<file path="config.mk">
export PLATFORM = sky130hd
export DESIGN_NAME = dacpair_seq
export DESIGN_NICKNAME = d
export VERILOG_FILES = /design/src/rtl/dacpair_pkg.sv /design/src/rtl/dacpair_countdown.sv /design/src/rtl/dacpair_frame_tx.sv /design/src/rtl/dacpair_seq.sv
export SDC_FILE = /design/constraint.sdc
export NUM_CORES = 1
export LEC_CHECK = 0
export ABC_CLOCK_PERIOD_IN_PS = 3200
export BUFFER_PORTS_ARGS = -buffer_cell sky130_fd_sc_hd__buf_2
export CAP_MARGIN = 30
export CORE_ASPECT_RATIO = 1.25
export CORE_MARGIN = 1
export CORE_UTILIZATION = 41
export DETAILED_ROUTE_END_ITERATION = 10
export PLACE_DENSITY_LB_ADDON = 0.08
export SYNTH_ARGS = -nofsm -noshare
export SYNTH_HDL_FRONTEND = slang
export SYNTH_HIERARCHICAL = 1
export SYNTH_SLANG_ARGS = --single-unit
export TNS_END_PERCENT = 10
</file>
<file path="constraint.sdc">
create_clock -name clk -period 3.2 [get_ports clk]
set_input_delay 0.32 -clock clk [delete_from_list [all_inputs] [get_ports clk]]
set_output_delay 0.32 -clock clk [all_outputs]
set_load 0.01 [all_outputs]
</file>
<file path="src/rtl/dacpair_pkg.sv">
package dacpair_pkg;
   localparam int ADDR_W = 2;
   localparam logic [ADDR_W-1:0] ADDR_CH_A  = 2'b01;
   localparam logic [ADDR_W-1:0] ADDR_CH_B  = 2'b10;
   localparam logic [ADDR_W-1:0] ADDR_BOTH  = 2'b11;
   localparam int MODE_IMM_BIT   = 0;
   localparam int MODE_BCAST_BIT = 1;

   typedef enum logic [2:0] {
      S_IDLE, S_FRAME_A, S_GAP, S_FRAME_B, S_STROBE, S_DONE
   } seq_state_t;

   typedef enum logic [2:0] {
      TX_IDLE, TX_LOW, TX_HIGH, TX_END, TX_TAIL
   } tx_state_t;
endpackage

</file>
<file path="src/rtl/dacpair_countdown.sv">
module dacpair_countdown #(
   parameter int MAX_LEN = 2,
   localparam int CW = $clog2(MAX_LEN + 1)
) (
   input  logic          clk,
   input  logic          rst_n,
   input  logic          load,
   input  logic [CW-1:0] load_val,
   output logic          expired
);
   generate
      if (MAX_LEN <= 1) begin : g_trivial
         logic unused_bits;
         assign unused_bits = load ^ (|load_val) ^ clk ^ rst_n;
         assign expired = 1'b1;
      end else begin : g_counter
         logic [CW-1:0] cnt;
         always_ff @(posedge clk or negedge rst_n) begin
            if (!rst_n)             cnt <= '0;
            else if (load)          cnt <= load_val;
            else if (cnt != '0)     cnt <= cnt - 1'b1;
         end
         assign expired = (cnt == '0);
      end
   endgenerate
endmodule

</file>
<file path="src/rtl/dacpair_frame_tx.sv">
module dacpair_frame_tx
   import dacpair_pkg::*;
#(
   parameter int FRAME_W  = 18,
   parameter int HALF_CYC = 2,
   parameter int TAIL_CYC = 2
) (
   input  logic               clk,
   input  logic               rst_n,
   input  logic               start,
   input  logic [FRAME_W-1:0] frame,
   output logic               fin,
   output logic               cs_n,
   output logic               sclk,
   output logic               sdi
);
   localparam int WAIT_MAX = (HALF_CYC > TAIL_CYC) ? HALF_CYC : TAIL_CYC;
   localparam int CNT_W    = $clog2(WAIT_MAX + 1);
   localparam int BIT_W    = $clog2(FRAME_W + 1);
   localparam logic [CNT_W-1:0] HALF_LD = CNT_W'(HALF_CYC - 1);
   localparam logic [CNT_W-1:0] TAIL_LD = CNT_W'(TAIL_CYC - 1);

   tx_state_t          st;
   logic [CNT_W-1:0]   cnt;
   logic [BIT_W-1:0]   bits_left;
   logic [FRAME_W-1:0] shreg;
   logic               phase_end;

   assign phase_end = (cnt == '0);

   always_ff @(posedge clk or negedge rst_n) begin
      if (!rst_n) begin
         st        <= TX_IDLE;
         cnt       <= '0;
         bits_left <= '0;
         shreg     <= '0;
         cs_n      <= 1'b1;
         sclk      <= 1'b0;
         sdi       <= 1'b0;
         fin       <= 1'b0;
      end else begin
         fin <= 1'b0;
         case (st)
            TX_IDLE: if (start) begin
               shreg     <= frame;
               sdi       <= frame[FRAME_W-1];
               bits_left <= BIT_W'(FRAME_W);
               cs_n      <= 1'b0;
               cnt       <= HALF_LD;
               st        <= TX_LOW;
            end
            TX_LOW: if (phase_end) begin
               sclk <= 1'b1;
               cnt  <= HALF_LD;
               st   <= TX_HIGH;
            end else cnt <= cnt - 1'b1;
            TX_HIGH: if (phase_end) begin
               sclk      <= 1'b0;
               cnt       <= HALF_LD;
               bits_left <= bits_left - 1'b1;
               if (bits_left == BIT_W'(1)) begin
                  st <= TX_END;
               end else begin
                  shreg <= {shreg[FRAME_W-2:0], 1'b0};
                  sdi   <= shreg[FRAME_W-2];
                  st    <= TX_LOW;
               end
            end else cnt <= cnt - 1'b1;
            TX_END: if (phase_end) begin
               cs_n <= 1'b1;
               cnt  <= TAIL_LD;
               st   <= TX_TAIL;
            end else cnt <= cnt - 1'b1;
            TX_TAIL: if (phase_end) begin
               fin <= 1'b1;
               st  <= TX_IDLE;
            end else cnt <= cnt - 1'b1;
            default: st <= TX_IDLE;
         endcase
      end
   end
endmodule

</file>
<file path="src/rtl/dacpair_seq.sv">
module dacpair_seq
   import dacpair_pkg::*;
#(
   parameter int DATA_W   = 16,
   parameter int HALF_CYC = 2,
   parameter int TAIL_CYC = 2,
   parameter int GAP_CYC  = 2,
   parameter int STRB_CYC = 2
) (
   input  logic              clk,
   input  logic              rst_n,
   input  logic              req_valid,
   output logic              req_ready,
   input  logic [1:0]        req_mode,
   input  logic [DATA_W-1:0] req_data_a,
   input  logic [DATA_W-1:0] req_data_b,
   output logic              done,
   output logic              dac_cs_n,
   output logic              dac_sclk,
   output logic              dac_sdi,
   output logic              dac_ldac_n
);
   localparam int FRAME_W  = ADDR_W + DATA_W;
   localparam int WAIT_MAX = (GAP_CYC > STRB_CYC) ? GAP_CYC : STRB_CYC;
   localparam int WCNT_W   = $clog2(WAIT_MAX + 1);
   localparam logic [WCNT_W-1:0] GAP_LD  = WCNT_W'(GAP_CYC - 1);
   localparam logic [WCNT_W-1:0] STRB_LD = WCNT_W'(STRB_CYC - 1);

   generate
      if (DATA_W < 2)   begin : g_bad_data  $error("DATA_W must be at least 2");   end
      if (HALF_CYC < 1) begin : g_bad_half  $error("HALF_CYC must be at least 1"); end
      if (TAIL_CYC < 1) begin : g_bad_tail  $error("TAIL_CYC must be at least 1"); end
      if (GAP_CYC < 1)  begin : g_bad_gap   $error("GAP_CYC must be at least 1");  end
      if (STRB_CYC < 1) begin : g_bad_strb  $error("STRB_CYC must be at least 1"); end
   endgenerate

   seq_state_t          st;
   logic                imm_q, bcast_q;
   logic [DATA_W-1:0]   b_q;
   logic                accept, start_b, tx_start, tx_fin;
   logic                wait_load, wait_exp;
   logic [WCNT_W-1:0]   wait_len;
   logic [FRAME_W-1:0]  tx_frame;
   logic [ADDR_W-1:0]   addr_first;
   logic                last_frame_fin;

   assign req_ready  = (st == S_IDLE);
   assign accept     = req_valid & req_ready;
   assign addr_first = req_mode[MODE_BCAST_BIT] ? ADDR_BOTH : ADDR_CH_A;
   assign start_b    = (st == S_GAP) && wait_exp;
   assign tx_start   = accept | start_b;
   assign tx_frame   = accept ? {addr_first, req_data_a} : {ADDR_CH_B, b_q};
   assign done       = (st == S_DONE);
   assign last_frame_fin = tx_fin && ((st == S_FRAME_B) || (st == S_FRAME_A && bcast_q));

   always_comb begin
      wait_load = 1'b0;
      wait_len  = GAP_LD;
      if (st == S_FRAME_A && tx_fin && !bcast_q) begin
         wait_load = 1'b1;
         wait_len  = GAP_LD;
      end else if (last_frame_fin && !imm_q) begin
         wait_load = 1'b1;
         wait_len  = STRB_LD;
      end
   end

   dacpair_countdown #(.MAX_LEN(WAIT_MAX)) u_wait (
      .clk(clk), .rst_n(rst_n), .load(wait_load), .load_val(wait_len), .expired(wait_exp)
   );

   dacpair_frame_tx #(.FRAME_W(FRAME_W), .HALF_CYC(HALF_CYC), .TAIL_CYC(TAIL_CYC)) u_tx (
      .clk(clk), .rst_n(rst_n), .start(tx_start), .frame(tx_frame), .fin(tx_fin),
      .cs_n(dac_cs_n), .sclk(dac_sclk), .sdi(dac_sdi)
   );

   always_ff @(posedge clk or negedge rst_n) begin
      if (!rst_n) begin
         st         <= S_IDLE;
         imm_q      <= 1'b0;
         bcast_q    <= 1'b0;
         b_q        <= '0;
         dac_ldac_n <= 1'b1;
      end else begin
         case (st)
            S_IDLE: if (accept) begin
               imm_q      <= req_mode[MODE_IMM_BIT];
               bcast_q    <= req_mode[MODE_BCAST_BIT];
               b_q        <= req_data_b;
               dac_ldac_n <= ~req_mode[MODE_IMM_BIT];
               st         <= S_FRAME_A;
            end
            S_FRAME_A, S_FRAME_B: if (last_frame_fin) begin
               if (imm_q) st <= S_DONE;
               else begin
                  dac_ldac_n <= 1'b0;
                  st         <= S_STROBE;
               end
            end else if (tx_fin) begin
               st <= S_GAP;
            end
            S_GAP:    if (wait_exp) st <= S_FRAME_B;
            S_STROBE: if (wait_exp) begin
               dac_ldac_n <= 1'b1;
               st         <= S_DONE;
            end
            S_DONE: begin
               dac_ldac_n <= 1'b1;
               st         <= S_IDLE;
            end
            default: st <= S_IDLE;
         endcase
      end
   end
endmodule

</file>
==> results.cfg, run 1 <==
[drt]
drcViolationCount = 0
wirelength_mm = 5.68
ant_nets = 0
detail_route.first_pass.iterations = 4
vias = 2120
drt-vias-per-instance = 4.94
wl_per_cell_um = 13.2
dr.first_iter.drc_count = 68

[sta]
slew_viol_final = 0
fin_crit_sh_pct = 77.1
post-route-min-period_ps = 2470
clock.fmax_mhz = 405
finClkSkew_ps = 7.83
max_slew_margin_pct = 55.1
finalHoldViolCount = 0
worst_slew_pin_slew_ps = 674
tns_ps = 0
setup_viol = 0
rsz0062_at_grt = no

[synthesis]
synth-seq-area-share_pct = 46.1
async_reset_ff_share_pct = 100
synth_most_common_cell = nand2_1
syn_area_per_cell_um2 = 9.97
ys.flop_type = dfrtp_1
yosys_register_bits = 55
synth_edf_count = 0
synthCells = 300
ys.warnings.count = 6
synth_common_cells = nand2_1, dfrtp_1, mux2_2
synth_area_leaders = dfrtp_1, nand2_1, mux2_2
yosysTopAreaCell = dfrtp_1
synth_cell_types = 51
yosys.area.top_type_share_pct = 44.3
syn_area_um2 = 2990
synth_fp_nets = 342

[clocking]
ctsHoldBuffers = 0
clk_pin_slew_ps = 100
cts_htree_levels = 2
clock_latency_ps = 310
clock-sinks = 55
cts_setup_buffers = 0
cts_buffer_depth = 2
cts_made_buffers = 5
cts-root-buf = clkbuf_8
cts_tree = yes
cts_resized = 0

[worst_setup_path]
r2r_slack_ps = 730
cp.required_ps = 3410
cp.arrival_ps = 2680
r2r_start = u_wait/g_counter.cnt[0]$_DFFE_PN0P_
worst_setup_path_start_kind = flip-flop
r2r-end = u_tx/shreg[3]$_DFFE_PN0P_
r2r_cells = 8
worst-path-max-fanout = 18
end_kind = flip-flop
critical_path_class = flip-flop to flip-flop

[grt]
grt_start_max_net_pins = 37
grt_overflow = 0
antenna_found_initial = 0
grt_pass1_wl_mm = 9.92
grt_usage_pct = 16.6
grt_pass1_vias = 2147

[job]
maxCapViolCount = 0

[die]
die_h_um = 97.5
start_util_pct = 42.6
fp.dieW_um = 78.4
die_area_um2 = 7640
fp.coreArea_um2 = 7020
rows = 34
ios = 43

[outcome]
outcome = finished clean

[placement]
dpl_cell_area_um2 = 3220
dpl.hpwl_mm = 3.84
port_buffers = 42
gp_congestion = 0.764
place_inst = 421

[power_and_ir_drop]
leakage_nw = 1.74
p_total_mw = 1.24
vdd_ir_drop_max_v = 0.000200
power.density_nw_per_um2 = 371

[final_layout]
syn2layout_area_growth_pct = 11.7
fin_area_um2 = 3340
finalNonFillerCells = 429
n_antenna_cell = 0
nets = 380
drive_above_1_share_pct = 28.6

[min_path]
hold_path_class = primary input to async pin
-- critical path: stages (launching register included) --
cell and delay (ps):
dfrtp_1 400, inv_1 60, ha_1 260, mux2i_1 130
nor3_1 370, mux2i_2 240, a211oi_4 200, buf_4 320
mux2_2 370
-- sequential cells by signal, summed over array words and instances, names as in the netlist, 2 cells and up --
signal,flops
st,3
u_wait/g_counter.cnt,2
u_tx/st,3
b_q,16
u_tx/shreg,17
u_tx/bits_left,5
u_tx/cnt,2
-- metal layers --
| metal | vias up | part of all wire, % | global-route usage [%] | wire length, um |
|---|---|---|---|---|
| met5 | - | 0 | 0 | 0 |
| met4 | 0 | 1.4 | 5.13 | 82 |
| met3 | 5 | 2.7 | 3.38 | 153 |
| met2 | 33 | 50 | 29.1 | 2810 |
| met1 | 1014 | 46 | 20.0 | 2630 |
| li1 | 1068 | - | - | - |
-- cell type report --
cell class              count  area, um2
clock buffers               6       82.6
clock inverters             2       38.8
fillers                   707       3680
inverters                  11       46.3
multi-input cells         219       1440
flip-flops and latches     55       1380
well taps                  90        113
repair buffers             46        240
-- layout by cell type, fill, tap and decap left out, types with 2 or more instances in the layout --
cell type,instances
a21oi_1,4
a31oi_1,2
a32o_1,2
and2_1,2
and3_1,3
buf_2,42
buf_4,4
clkbuf_8,6
conb_1,2
dfrtp_1,53
dfstp_2,2
ha_1,5
inv_1,10
mux2_2,24
mux2_4,9
mux2i_1,7
nand2_1,100
nand2b_1,7
nand3b_1,2
nor2_1,8
nor2b_1,2
nor3_1,2
nor4_1,2
o21ai_0,10
or3_1,2
-- cell families (layout without fill, tap and decap cells) --
logic type	Yosys count	count (layout)	share of synthesized area, %
compound gates	28	28	6.82
xor+xnor	2	2	0.586
fa+ha+maj	5	5	2.09
buf+inv	26	65	5.86
flops	55	55	46.1
mux	41	41	16.4
other cells	2	2	0.251
simple gates	141	141	22.0
-- power breakdown --
| group | switching [mW] | internal, mW |
|---|---|---|
| sequential | 0.00295 | 0.698 |
| clock | 0.236 | 0.258 |
| combinational | 0.0237 | 0.0202 |
| total | 0.263 | 0.976 |
-- how the worst max path moves through the flow --
| stage | end | from |
|---|---|---|
| floorplan | u_tx/sdi$_DFFE_PN0P_ | u_wait/g_counter.cnt[0]$_DFFE_PN0P_ |
| global placement | u_tx/shreg[15]$_DFFE_PN0P_ | u_wait/g_counter.cnt[0]$_DFFE_PN0P_ |
| detailed placement | u_tx/shreg[4]$_DFFE_PN0P_ | u_wait/g_counter.cnt[0]$_DFFE_PN0P_ |
| CTS | u_tx/shreg[1]$_DFFE_PN0P_ | u_wait/g_counter.cnt[0]$_DFFE_PN0P_ |
| global route | u_tx/shreg[14]$_DFFE_PN0P_ | u_wait/g_counter.cnt[0]$_DFFE_PN0P_ |
| finish | u_tx/shreg[3]$_DFFE_PN0P_ | u_wait/g_counter.cnt[0]$_DFFE_PN0P_ |
-- through the flow --
step | hold WS [ps] | setup slack [ps] | util, %
2_1_floorplan | 24.4 | 960 | -
3_3_place_gp | 396 | 813 | 45.9
3_5_place_dp | 395 | 721 | 45.9
4_1_cts | 50.8 | 703 | 47.6
5_1_grt | 85.5 | 502 | 47.6
6_report | 34.5 | 732 | 47.6
No activity file was read; power rests on OpenSTA's default activity.
==> run 2: changes to the inputs <==
ABC_CLOCK_PERIOD_IN_PS = 2550   (was 3200)
clock period = 2.55 ns   (was 3.2 ns; I/O delays follow)
==> run 2 against run 1 <==
Count of clock-buffer cells in the layout did not move; cell area grew 0.60%; combinational power is 33% higher; die area is the same.
==> results.cfg, run 2 (synthesis results as in run 1) <==
[worst_setup_path]
crit_buf_inv = 2
max_stage_delay_ps = 400
cp_slowest_cell = dfrtp_1
cp.required_ps = 2760
crit_family = multiplexers
worst-path-max-fanout = 9
worst_setup_path_start_kind = flip-flop
cp.arrival_ps = 2530
end_kind = flip-flop
critical_path.cell_chain = inv_1 > ha_1 > mux2i_1 > nor3_1 > mux2i_2 > a211oi_4 > buf_4 > mux2_2
critical_path_class = flip-flop to flip-flop

[outcome]
outcome = finished clean

[final_layout]
fin_area_um2 = 3360
mostFrequentLayoutCells = nand2_1, dfrtp_1, buf_2, mux2_2
final_common_cell = nand2_1
reg_top3 = u_tx/shreg (17), b_q (16), u_tx/bits_left (5)
regMostFlops = u_tx/shreg
finalNonFillerCells = 434
nets = 385
syn2layout_area_growth_pct = 12.4
drive_above_1_share_pct = 29.1
largest_reg_flops = 17
n_antenna_cell = 0

[placement]
dp_slack_ps = 223
dpl.hpwl_mm = 3.93
dpl_cell_area_um2 = 3260
port_buffers = 42
place_inst = 425
gp_congestion = 0.810

[clocking]
cts_made_buffers = 5
clock-sinks = 55
cts-root-buf = clkbuf_8
ctsHoldBuffers = 1
cts_setup_buffers = 0
clock_latency_ps = 310
cts_htree_levels = 2
cts_buffer_depth = 2
clk_pin_slew_ps = 100
cts_tree = yes
cts_resized = 0

[grt]
antenna_found_initial = 0
grt_overflow = 0
grt_pass1_vias = 2146
grt_usage_pct = 16.2
grt_start_max_net_pins = 37
grt_pass1_wl_mm = 9.78

[sta]
max_slew_margin_pct = 58.7
finalHoldViolCount = 0
setup_viol = 0
fin_crit_sh_pct = 91.2
rsz0062_at_grt = no
post-route-min-period_ps = 2330
finClkSkew_ps = 7.38
tns_ps = 0
worst_slew_pin_slew_ps = 620
clock.fmax_mhz = 430
layout_setup_ws_ps = 224
slew_viol_final = 0

[power_and_ir_drop]
p_total_mw = 1.43
power.density_nw_per_um2 = 426
vdd_ir_drop_max_v = 0.000197
leakage_nw = 1.75

[die]
die_h_um = 97.5
start_util_pct = 42.6
ios = 43
fp.coreArea_um2 = 7020
fp.dieW_um = 78.4
die_area_um2 = 7640
rows = 34

[drt]
ant_nets = 0
vias = 2147
wirelength_mm = 5.55
dr.first_iter.drc_count = 67
drt-vias-per-instance = 4.95
drcViolationCount = 0
detail_route.first_pass.iterations = 4
wl_per_cell_um = 12.8

[job]
maxCapViolCount = 0

[min_path]
hold_path_class = primary input to flip-flop
## run 2: power breakdown
group / switching (mW) / internal, mW / total (mW)
sequential: 0.00352 / 0.876 / 0.879
combinational: 0.0298 / 0.0285 / 0.0583
clock: 0.298 / 0.198 / 0.496
## run 2: path summary, 6_finish.rpt
check / slack [ps] / start / to / cells after the start
worst max-delay path: 220 / u_wait/g_counter.cnt[0]$_DFFE_PN0P_ / u_tx/shreg[3]$_DFFE_PN0P_ / 8
worst min-delay path: 130 / req_data_b[7] / b_q[7]$_DFFE_PN0P_ / 3
worst max register to register: 220 / u_wait/g_counter.cnt[0]$_DFFE_PN0P_ / u_tx/shreg[3]$_DFFE_PN0P_ / 8
worst min register to register: 470 / b_q[6]$_DFFE_PN0P_ / b_q[6]$_DFFE_PN0P_ / 2
max in group asynchronous: 1420 / rst_n / u_tx/cs_n$_DFFE_PN1P_ / 3
min in group asynchronous: 490 / rst_n / u_tx/cnt[0]$_DFFE_PN0P_ / 2
## run 2: cell type report
type	count	area (um2)
fill	711	3660
multi-input combinational	219	1440
sequential	55	1380
timing repair buffer	51	293
tap	90	113
clock buffer	6	72.6
inverter	11	46.3
clock inverter	2	16.3
## run 2: routing by layer
metal / wire length, um / GRT usage [%] / vias to the layer above
li1: - / - / 1078
met1: 2590 / 19.7 / 1031
met2: 2770 / 28.3 / 31
met3: 120 / 3.38 / 7
met4: 71 / 5.27 / 0
met5: 0 / 0 / -
## run 2: per-stage QoR
step	utilization (%)	hold slack, ps
global placement	46.5	317
global route	47.9	120
CTS	47.9	117
finish	47.9	131
floorplan	-	-40.6
detailed placement	46.5	316
## run 2: worst register-to-register path, cell delays in order (launching register included)
cell	delay, ps
dfrtp_1	400
inv_1	60
ha_1	260
mux2i_1	130
nor3_1	360
mux2i_2	230
a211oi_4	210
buf_4	220
mux2_2	350
